--- config.mk ---
export PLATFORM = sky130hd
export DESIGN_NAME = fp_ctrl_status
export DESIGN_NICKNAME = d
export VERILOG_FILES = /design/src/rtl/fpc_pkg.sv /design/src/rtl/fpc_csr_view.sv /design/src/rtl/fpc_rm_unit.sv /design/src/rtl/fpc_flag_acc.sv /design/src/rtl/fp_ctrl_status.sv
export SDC_FILE = /design/constraint.sdc
export NUM_CORES = 1
export LEC_CHECK = 0
export ABC_AREA = 1
export BUFFER_PORTS_ARGS = -buffer_cell sky130_fd_sc_hd__buf_2
export CORE_MARGIN = 1.5
export CORE_UTILIZATION = 30
export DETAILED_ROUTE_END_ITERATION = 8
export GPL_TIMING_DRIVEN = 0
export HOLD_SLACK_MARGIN = 0.05
export PLACE_DENSITY = 0.68
export RECOVER_POWER = 25
export SLEW_MARGIN = 40
export SYNTH_ARGS = -nofsm -noshare
export SYNTH_HDL_FRONTEND = slang
export SYNTH_HIERARCHICAL = 1
export SYNTH_SLANG_ARGS = --single-unit
--- constraint.sdc ---
create_clock -name clk -period 0.8 [get_ports clk]
set_input_delay 0.04 -clock clk [delete_from_list [all_inputs] [get_ports clk]]
set_output_delay 0.04 -clock clk [all_outputs]
set_load 0.005 [all_outputs]
--- src/rtl/fpc_pkg.sv ---
package fpc_pkg;
  localparam int RM_W  = 3;
  localparam int FLG_W = 5;

  typedef enum logic [1:0] {
    VIEW_FULL  = 2'b00,
    VIEW_RM    = 2'b01,
    VIEW_FLAGS = 2'b10,
    VIEW_NONE  = 2'b11
  } view_e;

  typedef enum logic [1:0] {
    OP_READ  = 2'b00,
    OP_WRITE = 2'b01,
    OP_SET   = 2'b10,
    OP_CLEAR = 2'b11
  } op_e;

  localparam logic [RM_W-1:0] RM_DYN        = '1;
  localparam logic [RM_W-1:0] RM_LAST_LEGAL = 3'd4;
endpackage

--- src/rtl/fpc_csr_view.sv ---
module fpc_csr_view
  import fpc_pkg::*;
#(
  parameter int CSR_W = 32,
  parameter int RMW   = RM_W,
  parameter int FLW   = FLG_W
) (
  input  logic             req,
  input  logic [1:0]       view,
  input  logic [1:0]       op,
  input  logic [CSR_W-1:0] wdata,
  input  logic [RMW-1:0]   frm_q,
  input  logic [FLW-1:0]   flags_q,
  output logic [CSR_W-1:0] rdata,
  output logic             frm_we,
  output logic [RMW-1:0]   frm_d,
  output logic             flg_we,
  output logic [FLW-1:0]   flg_d
);
  localparam int USED_W = RMW + FLW;

  view_e             view_s;
  op_e               op_s;
  logic [USED_W-1:0] cur;
  logic [USED_W-1:0] mask;
  logic [USED_W-1:0] wd_al;
  logic [USED_W-1:0] merged;
  logic [USED_W-1:0] nxt;
  logic              wr_active;

  always_comb begin
    view_s = view_e'(view);
    op_s   = op_e'(op);
    cur    = {frm_q, flags_q};
    mask   = '0;
    wd_al  = '0;
    rdata  = '0;
    unique case (view_s)
      VIEW_FULL: begin
        mask  = '1;
        wd_al = wdata[USED_W-1:0];
        rdata = {{(CSR_W-USED_W){1'b0}}, cur};
      end
      VIEW_RM: begin
        mask  = {{RMW{1'b1}}, {FLW{1'b0}}};
        wd_al = {wdata[RMW-1:0], {FLW{1'b0}}};
        rdata = {{(CSR_W-RMW){1'b0}}, frm_q};
      end
      VIEW_FLAGS: begin
        mask  = {{RMW{1'b0}}, {FLW{1'b1}}};
        wd_al = {{RMW{1'b0}}, wdata[FLW-1:0]};
        rdata = {{(CSR_W-FLW){1'b0}}, flags_q};
      end
      default: begin
        mask  = '0;
        wd_al = '0;
        rdata = '0;
      end
    endcase

    unique case (op_s)
      OP_WRITE: merged = wd_al;
      OP_SET:   merged = cur | wd_al;
      OP_CLEAR: merged = cur & ~wd_al;
      default:  merged = cur;
    endcase

    nxt       = (cur & ~mask) | (merged & mask);
    wr_active = req && (op_s != OP_READ) && (view_s != VIEW_NONE);
    frm_we    = wr_active && (|mask[USED_W-1:FLW]);
    flg_we    = wr_active && (|mask[FLW-1:0]);
    frm_d     = nxt[USED_W-1:FLW];
    flg_d     = nxt[FLW-1:0];
  end
endmodule

--- src/rtl/fpc_rm_unit.sv ---
module fpc_rm_unit
  import fpc_pkg::*;
#(
  parameter int RMW = RM_W
) (
  input  logic           clk,
  input  logic           rst_n,
  input  logic           frm_we,
  input  logic [RMW-1:0] frm_d,
  input  logic [RMW-1:0] inst_rm,
  output logic [RMW-1:0] frm_q,
  output logic [RMW-1:0] rm_eff,
  output logic           rm_illegal
);
  logic [RMW-1:0] frm_n;

  always_comb begin
    frm_n = frm_q;
    if (frm_we) frm_n = frm_d;
  end

  always_ff @(posedge clk or negedge rst_n) begin
    if (!rst_n) frm_q <= '0;
    else        frm_q <= frm_n;
  end

  always_comb begin
    rm_eff     = (inst_rm == RM_DYN) ? frm_q : inst_rm;
    rm_illegal = (rm_eff > RM_LAST_LEGAL);
  end

  AST_STATIC_LEGAL_OK: assert property (@(posedge clk) disable iff (!rst_n)
    (inst_rm <= RM_LAST_LEGAL) |-> !rm_illegal);
  AST_STATIC_RESERVED_TRAPS: assert property (@(posedge clk) disable iff (!rst_n)
    ((inst_rm > RM_LAST_LEGAL) && (inst_rm != RM_DYN)) |-> rm_illegal);
  AST_FRM_HOLD: assert property (@(posedge clk) disable iff (!rst_n)
    !frm_we |=> $stable(frm_q));
endmodule

--- src/rtl/fpc_flag_acc.sv ---
module fpc_flag_acc
  import fpc_pkg::*;
#(
  parameter int FLW = FLG_W
) (
  input  logic           clk,
  input  logic           rst_n,
  input  logic           flg_we,
  input  logic [FLW-1:0] flg_d,
  input  logic           ret_valid,
  input  logic [FLW-1:0] ret_flags,
  output logic [FLW-1:0] flags_q
);
  logic [FLW-1:0] base;
  logic [FLW-1:0] flags_n;

  always_comb begin
    base    = flg_we ? flg_d : flags_q;
    flags_n = base | (ret_valid ? ret_flags : '0);
  end

  always_ff @(posedge clk or negedge rst_n) begin
    if (!rst_n) flags_q <= '0;
    else        flags_q <= flags_n;
  end

  AST_STICKY_HOLD: assert property (@(posedge clk) disable iff (!rst_n)
    !flg_we |=> ((flags_q & $past(flags_q)) == $past(flags_q)));
  AST_RETIRE_LANDS: assert property (@(posedge clk) disable iff (!rst_n)
    ret_valid |=> ((flags_q & $past(ret_flags)) == $past(ret_flags)));
  AST_NO_SPURIOUS_FLAG: assert property (@(posedge clk) disable iff (!rst_n)
    (!flg_we && !ret_valid) |=> $stable(flags_q));
endmodule

--- src/rtl/fp_ctrl_status.sv ---
module fp_ctrl_status
  import fpc_pkg::*;
#(
  parameter int CSR_W = 32
) (
  input  logic             clk,
  input  logic             rst_n,
  input  logic             csr_req,
  input  logic [1:0]       csr_view,
  input  logic [1:0]       csr_op,
  input  logic [CSR_W-1:0] csr_wdata,
  output logic [CSR_W-1:0] csr_rdata,
  input  logic [RM_W-1:0]  inst_rm,
  output logic [RM_W-1:0]  rm_eff,
  output logic             rm_illegal,
  input  logic             ret_valid,
  input  logic [FLG_W-1:0] ret_flags
);
  logic [RM_W-1:0]  frm_q;
  logic [FLG_W-1:0] flags_q;
  logic             frm_we;
  logic [RM_W-1:0]  frm_d;
  logic             flg_we;
  logic [FLG_W-1:0] flg_d;

  fpc_csr_view #(.CSR_W(CSR_W), .RMW(RM_W), .FLW(FLG_W)) u_view (
    .req     (csr_req),
    .view    (csr_view),
    .op      (csr_op),
    .wdata   (csr_wdata),
    .frm_q   (frm_q),
    .flags_q (flags_q),
    .rdata   (csr_rdata),
    .frm_we  (frm_we),
    .frm_d   (frm_d),
    .flg_we  (flg_we),
    .flg_d   (flg_d)
  );

  fpc_rm_unit #(.RMW(RM_W)) u_rm (
    .clk        (clk),
    .rst_n      (rst_n),
    .frm_we     (frm_we),
    .frm_d      (frm_d),
    .inst_rm    (inst_rm),
    .frm_q      (frm_q),
    .rm_eff     (rm_eff),
    .rm_illegal (rm_illegal)
  );

  fpc_flag_acc #(.FLW(FLG_W)) u_flags (
    .clk       (clk),
    .rst_n     (rst_n),
    .flg_we    (flg_we),
    .flg_d     (flg_d),
    .ret_valid (ret_valid),
    .ret_flags (ret_flags),
    .flags_q   (flags_q)
  );

  AST_RM_VIEW_KEEPS_FLAGS: assert property (@(posedge clk) disable iff (!rst_n)
    (csr_req && csr_view == VIEW_RM && !ret_valid) |=> $stable(flags_q));
  AST_FLAG_VIEW_KEEPS_RM: assert property (@(posedge clk) disable iff (!rst_n)
    (csr_req && csr_view == VIEW_FLAGS) |=> $stable(frm_q));
  AST_IDLE_KEEPS_STATE: assert property (@(posedge clk) disable iff (!rst_n)
    ((!csr_req || csr_op == OP_READ || csr_view == VIEW_NONE) && !ret_valid)
      |=> ($stable(frm_q) && $stable(flags_q)));
endmodule

# Word-level counts from Yosys, hierarchy flattened
# Cells that the tools add are included.
dict set report word_totals {
  input_bits 48
  wordCells 33
  reg_bits 8
  out_inout_bits 36
}
dict set report op_classes {
  bitwise 8
  n_eq_ne 7
  n_mux 7
  reduce_logical 8
  magnitude_cmp 1
}
# operator n
set op_table {}
lappend op_table {{8-bit case mux with 3 select lines} 4}
lappend op_table {{8-bit AND} 3}
lappend op_table {{8-bit NOT} 2}
lappend op_table {{8-bit bitwise OR} 2}
lappend op_table {{5-bit 2-to-1 mux} 2}
lappend op_table {{2-bit == test (second input constant)} 3}
lappend op_table {{5-bit bitwise OR} 1}
lappend op_table {{5-bit OR reduction} 1}
lappend op_table {{2-bit by 1-bit == test with 1-bit output (second input constant)} 2}
lappend op_table {{1-bit logical AND} 4}
lappend op_table {{3-bit == test (second input constant)} 1}
lappend op_table {{3-bit greater-than comparator (second input constant)} 1}
lappend op_table {{3-bit 2-to-1 mux} 1}
lappend op_table {{3-bit OR reduction} 1}
lappend op_table {{2-bit logical NOT} 1}
lappend op_table {{2-bit inequality test (second input constant)} 1}
lappend op_table {{2-bit nonzero test} 1}

# Longest topological paths before layout
# Gate-level depths: netlist (run 1).
dict set report depth {
  ltp_word 9
  depth_mapped 8
}

# Cells and area by module
# The synthesis (run 1) kept the hierarchy.
# mod seq_area_each_um2 cells_each area_each_um2 instances
set by_module_without_submodules {}
lappend by_module_without_submodules {fpc_csr_view 0.0 105 548.0 1}
lappend by_module_without_submodules {fpc_flag_acc 125.1 26 210.2 1}
lappend by_module_without_submodules {fpc_rm_unit 75.1 22 166.4 1}

# Worst setup path before layout (run 1)
# Ideal clock, no wire load.
dict set report synth_path {
  kind {input to register}
  from {input port csr_view[0]}
  to {register u_flags.flags_q[3]}
  arrival_time_ns 0.804
  slack_ns -0.128
  required_time_ns 0.676
  cell_stages 7
  n_path_buf 1
  path_cell_list {buf_4 > inv_2 > nand2_2 > nor2_1 > inv_2 > nand2_1 > nand3_1}
}
dict set report synth_via {
  word_cells_on_any_way 19
}
# element line
set synth_lines {}
lappend synth_lines {{from (decl)} fp_ctrl_status.sv:9} ;# input logic [1:0] csr_view,
lappend synth_lines {{2-bit == test (tied with other cells)} fpc_csr_view.sv:38} ;# unique case (view_s)
lappend synth_lines {{8-bit case mux with 3 select lines} fpc_csr_view.sv:38}
lappend synth_lines {{5-bit OR reduction} fpc_csr_view.sv:71} ;# flg_we = wr_active && (|mask[FLW-1:0]);
lappend synth_lines {{1-bit logical AND *} fpc_csr_view.sv:71}
lappend synth_lines {{net flg_we} fp_ctrl_status.sv:23} ;# logic flg_we;
lappend synth_lines {{5-bit 2-to-1 mux *} fpc_flag_acc.sv:18} ;# base = flg_we ? flg_d : flags_q;
lappend synth_lines {{5-bit bitwise OR *} fpc_flag_acc.sv:19} ;# flags_n = base | (ret_valid ? ret_flags : '0);
lappend synth_lines {{net u_flags.flags_n[3]} fpc_flag_acc.sv:15} ;# logic [FLW-1:0] flags_n;
lappend synth_lines {{to (signal assigned)} fpc_flag_acc.sv:24} ;# else flags_q <= flags_n;
lappend synth_lines {{to (decl)} fpc_flag_acc.sv:12} ;# output logic [FLW-1:0] flags_q
# Mark *: on every way through the listed nets, which the timed path passes. The rest lies on a longest branch.
# A chain may end at the register's enable or synchronous reset.

# Worst setup path in the final report (run 1)
dict set report layout_path {
  from {register u_rm.frm_q[1]}
  to {output port csr_rdata[1]}
}
dict set report layout_via {
  elab_chain_cells 1
}
# element line
set layout_lines {}
lappend layout_lines {{from (decl)} fpc_rm_unit.sv:11} ;# output logic [RMW-1:0] frm_q,
lappend layout_lines {{from (signal assigned)} fpc_rm_unit.sv:24} ;# else frm_q <= frm_n;
lappend layout_lines {{8-bit case mux with 3 select lines} fpc_csr_view.sv:38}
lappend layout_lines {{to (decl)} fp_ctrl_status.sv:12} ;# output logic [CSR_W-1:0] csr_rdata,
# Every way passes these cells.

==> flow_summary.yaml, run 1 <==
timing:
  final-max-slew-violation-count: 0
  fmaxAchievable_ghz: 0.913
  hold_viol: 0
  fin_skew_ns: 0
  min_period_ns: 1.10
  grt_setup_unrepaired: "true"
  period_share_pct: 137
  setup_violations: 18
  finalWorstSetupSlack_ns: -0.295
run_status:
  status: "finished, violations left"
  violations: "negative setup slack"
die:
  core.rowCount: 19
  coreArea_um2: 2830
  io_pins: 84
  dieHeight_um: 58.5
  start_util_pct: 32.7
  fp.dieArea_um2: 3420
  die-width_um: 58.5
synthesis:
  synth_seq_cells: 8
  synth_top_family_by_area: "simple AND/OR/NAND/NOR gates"
  synth-adder-area-share_pct: 0
  synth-compound-area-share_pct: 10.8
  ys_types: 16
  yosys_warnings: 6
  synth.avg_cell_area_um2: 6.04
  synthesis.area_um2: 925
  netlist_instances: 153
  synth_xor_area_share_pct: 0
  synthSimpleGateAreaFrac_pct: 37.9
  ys_seq_area_share_pct: 21.7
  synthMuxAreaShare_pct: 0
worst_hold_path:
  hp-class: "primary input to flop"
route:
  first_pass_iters: 4
  first_iter_violations: 24
  wire_per_inst_um: 9.09
  vias: 1072
  ant_nets: 0
  routed_wl_um: 2360
  drc: 0
  vias_per_cell: 4.12
setup_path:
  timing.rr.start: "u_rm/frm_q[0]"
  crit_chain: "buf_6 -> inv_4 -> o22ai_2 -> buf_2"
  required_ns: 0.76
  worst-setup-path-type: "flop to output port"
  cp.arrival_ns: 1.06
  cp_num_buf_inv: 3
  cp-endpoint: "csr_rdata[1]"
  rrSetupSlack_ns: -0.28
  crit_path_max_fanout: 3
  worst_path_dominant_cell_family: "flip-flops"
  end_kind: "output port"
  cp-start-kind: "flop"
  critPathLaunch: "u_rm/frm_q[1]"
  r2r_end: "u_rm/frm_q[0]"
  path_depth: 4
  r2r_cells: 7
  cpPeakStageDelay_ns: 0.42
  worst_path_max_delay_cell: "dfrtp_1"
place:
  dp_hpwl_um: 1780
  dpl_worst_slack_ns: -0.236
  placed_cell_area_um2: 1230
  port_buffers: 35
  gp_congestion: 0.811
  placed_cells: 242
global_routing:
  overflow: 0
  grt_max_degree: 11
  track_usage_pct: 13.2
  antenna_found_initial: 0
  grt_pass1_vias: 930
  grt_pass1_wl_um: 3590
cts:
  clk_latency_ns: 0.24
  clk_pin_slew_ns: 0.05
  clockBufferDepth: 2
  cts_made_buffers: 3
  cts_root_buf: "clkbuf_4"
  htree_levels: 1
  cts.sinks: 8
  cts_tree: "done"
cells_and_area:
  stdcell_count: 260
  final_cell_mix: "42 x nand2_1, 34 x buf_2, 32 x buf_4"
  utilization_pct: 50.8
  final_common_cell: "nand2_1"
  final_cell_area_um2: 1440
  syn_to_final_growth_pct: 55.3
  drive_gt1_share_pct: 44.5
  multiInputGateArea_um2: 593
  seq_area_um2: 200
  fillers: 294
  antenna_cells: 0
  layout.nets: 279
power:
  leakagePower_nw: 0.875
  ir_drop_v: 0.000656
  pwr_density_cell_nw_per_um2: 1200
flow_run:
  maxCapViolCount: 0
report_power, final:
| group | switching, W | internal, W |
|---|---|---|
| Sequential | 0.0000639 | 0.000472 |
| Clock | 0.000114 | 0.000170 |
| Combinational | 0.000441 | 0.000463 |
| Total | 0.000618 | 0.00111 |
worst min path at each step:
stage               startpoint                  to  slack, ns  cells after the start
finish               ret_valid  u_flags/flags_q[1]       0.07                      3
floorplan                rst_n  u_flags/flags_q[0]      -0.26                      0
global placement         rst_n       u_rm/frm_q[1]      -0.12                      1
CTS                  ret_valid  u_flags/flags_q[1]       0.07                      3
detailed placement       rst_n       u_rm/frm_q[1]      -0.11                      1
global route         ret_valid  u_flags/flags_q[1]       0.07                      3
worst register-to-register path: stages, from the launching register on:
cell,delay [ns]
dfrtp_1,0.41
buf_4,0.15
nand2_1,0.06
nand3_1,0.06
nand3_1,0.08
nand2_1,0.07
nand2_1,0.06
o21ai_1,0.07
synthesized netlist by cell type:
cell type / number / share of area [%]
a21oi_2: 1 / 0.95
buf_4: 25 / 20
conb_1: 1 / 0.41
dfrtp_1: 8 / 22
inv_1: 17 / 6.9
inv_2: 5 / 2.0
nand2_1: 46 / 19
nand2_2: 2 / 1.4
nand2_4: 2 / 2.4
nand3_1: 19 / 10
nand3_2: 1 / 1.1
nor2_1: 10 / 4.1
o21ai_0: 2 / 1.1
o21ai_1: 8 / 4.3
o21bai_1: 3 / 2.4
o22ai_1: 3 / 2.0
what timing repair did:
item | in CTS | in global routing
setup buffers | 5 | 4
hold endpoints to repair | 13 | 0
hold buffers | 6 | 0
resized for setup | 2 | 17
pin swaps | 9 | 8
endpoints found under the setup margin | 20 | 20
layout make-up:
| type | count | area share (%) |
|---|---|---|
| plain buffers | 25 | 13.1 |
| clock buffers | 3 | 1.57 |
| inverters | 22 | 5.92 |
| multi-input cells | 121 | 41.3 |
| flip-flops and latches | 8 | 13.9 |
| well taps | 31 | 2.70 |
| repair buffers | 50 | 21.5 |
routing by layer:
layer / global-route usage (%) / share of wire, %
met2: 23.9 / 48
met3: 1.32 / 6.4
met5: 0 / 0
met1: 16.1 / 45
met4: 4.98 / 0.38
state kept, by name, summed over array words and instances (netlist names):
| signal | count |
|---|---|
| u_rm/frm_q | 3 |
| u_flags/flags_q | 5 |
kinds of logic (layout without fill, tap and decap cells):
kind of cell	Yosys count	count (layout)
AO/OA/AOI/OAI	17	17
buffers and inverters	47	100
other	1	24
AND/OR/NAND/NOR	80	80
flip-flops	8	8
per-stage QoR:
stage          hold WS, ns  setup TNS [ns]  total power [W]
2_1_floorplan       -0.256          -0.112         0.000983
3_5_place_dp        -0.110           -1.82          0.00119
3_3_place_gp        -0.116           -1.76          0.00119
4_1_cts             0.0704           -3.25          0.00159
5_1_grt             0.0724           -5.18          0.00189
6_report            0.0749           -3.71          0.00172
Power figures use the tool's default switching activity.
==> run 2, diff against run 1 <==
Settings changed: CELL_PAD_IN_SITES_DETAIL_PLACEMENT set to 1, CELL_PAD_IN_SITES_GLOBAL_PLACEMENT set to 2, CORE_UTILIZATION 30 to 14, PLACE_DENSITY 0.68 to 0.71.
==> run 2 against run 1 <==
  * The flow still finishes with violations (negative setup slack)
  * Register-to-register slack gained 0.05 ns
  * Utilization shrank 27 points
  * Clock power is 65% higher
  * Via count increased by 2.5%
  * Final area grew 5.1%
  * Sequential share of layout area is 0.68 points lower
  * Total power is 11% higher
  * Routed wire length grew 22%
  * First-iteration DRC count is 21% lower
  * Clock skew is the same
  * Final cell count increased by 18%
  * Sequential cell count stayed put
==> flow_summary.yaml, run 2 (synthesis results as in run 1) <==
run_status:
  status: "finished, violations left"
  violations: "negative setup slack"
cts:
  clk_latency_ns: 0.22
  cts_made_buffers: 3
  cts_root_buf: "clkbuf_8"
  clockBufferDepth: 2
  cts.sinks: 8
  cts_tree: "done"
  htree_levels: 1
  clk_pin_slew_ns: 0.04
cells_and_area:
  final_common_cell: "nand2_1"
  fillers: 804
  largest_reg_flops: 5
  antenna_cells: 0
  final_cell_mix: "43 x nand2_1, 37 x buf_4, 33 x buf_2"
  utilization_pct: 23.8
  drive_gt1_share_pct: 44.8
  top_register: "u_flags/flags_q"
  syn_to_final_growth_pct: 63.3
  stdcell_count: 307
  top_regs: "u_flags/flags_q x5, u_rm/frm_q x3"
  layout.nets: 280
timing:
  finalWorstSetupSlack_ns: -0.274
  min_period_ns: 1.07
  setup_violations: 18
  grt_setup_unrepaired: "true"
  final-max-slew-violation-count: 0
  fin_skew_ns: 0
  hold_viol: 0
  period_share_pct: 134
  fmaxAchievable_ghz: 0.931
power:
  leakagePower_nw: 0.894
  power_frac_seq_pct: 27.9
  power.internal_w: 0.00127
  pwr-share-clk_pct: 24.3
  pwr_density_cell_nw_per_um2: 1270
  combPwrFrac_pct: 47.7
  ir_drop_v: 0.000406
  p_switching_w: 0.000652
  switching_share_pct: 33.9
route:
  first_iter_violations: 19
  drc: 0
  routed_wl_um: 2890
  wire_per_inst_um: 9.40
  vias_per_cell: 3.58
  vias: 1099
  ant_nets: 0
  first_pass_iters: 6
die:
  start_util_pct: 14.6
  core.rowCount: 29
  die-width_um: 84.3
  fp.dieArea_um2: 7100
  dieHeight_um: 84.3
  io_pins: 84
  coreArea_um2: 6350
worst_hold_path:
  hp-class: "primary input to flop"
global_routing:
  track_usage_pct: 7.70
  grt_max_degree: 11
  grt_pass1_wl_um: 4490
  antenna_found_initial: 0
  overflow: 0
  grt_pass1_vias: 997
setup_path:
  end_kind: "output port"
  cp.arrival_ns: 1.03
  cp-start-kind: "flop"
  crit_path_max_fanout: 3
  required_ns: 0.76
  worst-setup-path-type: "flop to output port"
place:
  port_buffers: 35
  dp_hpwl_um: 2430
  gp_congestion: 0.720
  placed_cells: 288
flow_run:
  maxCapViolCount: 0
-- run 2: metrics by stage --
stage	cell area [um2]	power, W	setup slack (ns)	hold WS, ns	setup TNS (ns)
final	1510	0.00192	-0.274	0.0495	-3.33
after global placement	1290	0.00121	-0.283	-0.106	-2.21
after detailed placement	1290	0.00122	-0.273	-0.102	-2.21
after global routing	1510	0.00208	-0.337	0.0612	-4.46
after floorplan	1020	0.000983	-0.0297	-0.256	-0.112
after CTS	1440	0.00186	-0.295	0.0530	-3.30
-- run 2: critical path, cell delays in order, from the launching register on --
cell	delay, ns
dfrtp_1	0.41
inv_2	0.06
nand3_2	0.06
nand2_2	0.06
a21oi_2	0.12
buf_2	0.11
-- run 2: worst paths after layout --
path	startpoint	to	slack, ns	depth (start not counted)
min in group asynchronous	rst_n	u_flags/flags_q[4]	0.27	2
setup / recovery	u_rm/frm_q[1]	rm_illegal	-0.27	5
hold / removal	ret_flags[1]	u_flags/flags_q[1]	0.05	3
hold reg to reg	u_flags/flags_q[1]	u_flags/flags_q[1]	0.53	2
setup reg to reg	u_rm/frm_q[0]	u_rm/frm_q[0]	-0.23	7
max in group asynchronous	rst_n	u_rm/frm_q[0]	0.22	2
-- run 2: repair_timing --
action / 4_1_cts / 5_1_grt
hold buffers: 3 / 0
gates cloned: 0 / 0
endpoints found under the hold margin: 10 / 0
pin swaps: 8 / 10
setup buffers: 10 / 3
resized for setup: 4 / 14
setup endpoints to repair: 19 / 20
-- run 2: final cells by class --
cell class              count  area [um2]  area share, %
repair buffers             51         308           20.4
multi-input cells         121         592           39.2
clock buffers               3        41.3           2.73
well taps                  77        96.3           6.38
plain buffers              25         188           12.4
inverters                  22        85.1           5.63
flip-flops and latches      8         200           13.3
-- run 2: routing by layer --
| layer | share of wire (%) | wire (um) | up-vias | track usage (%) |
|---|---|---|---|---|
| met5 | 0 | 0 | - | 0 |
| met1 | 47 | 1350 | 483 | 10.1 |
| met2 | 46 | 1330 | 29 | 12.5 |
| met3 | 6.5 | 188 | 2 | 1.97 |
| li1 | - | - | 585 | - |
| met4 | 0.38 | 11 | 0 | 2.24 |
-- run 2: power groups by stage --
stage	registers (W)	logic (W)	clock network, W
final	0.000536	0.000917	0.000468
after global routing	0.000544	0.00101	0.000519
after CTS	0.000534	0.000837	0.000488
after detailed placement	0.000543	0.000677	0
after global placement	0.000540	0.000674	0
after floorplan	0.000521	0.000462	0
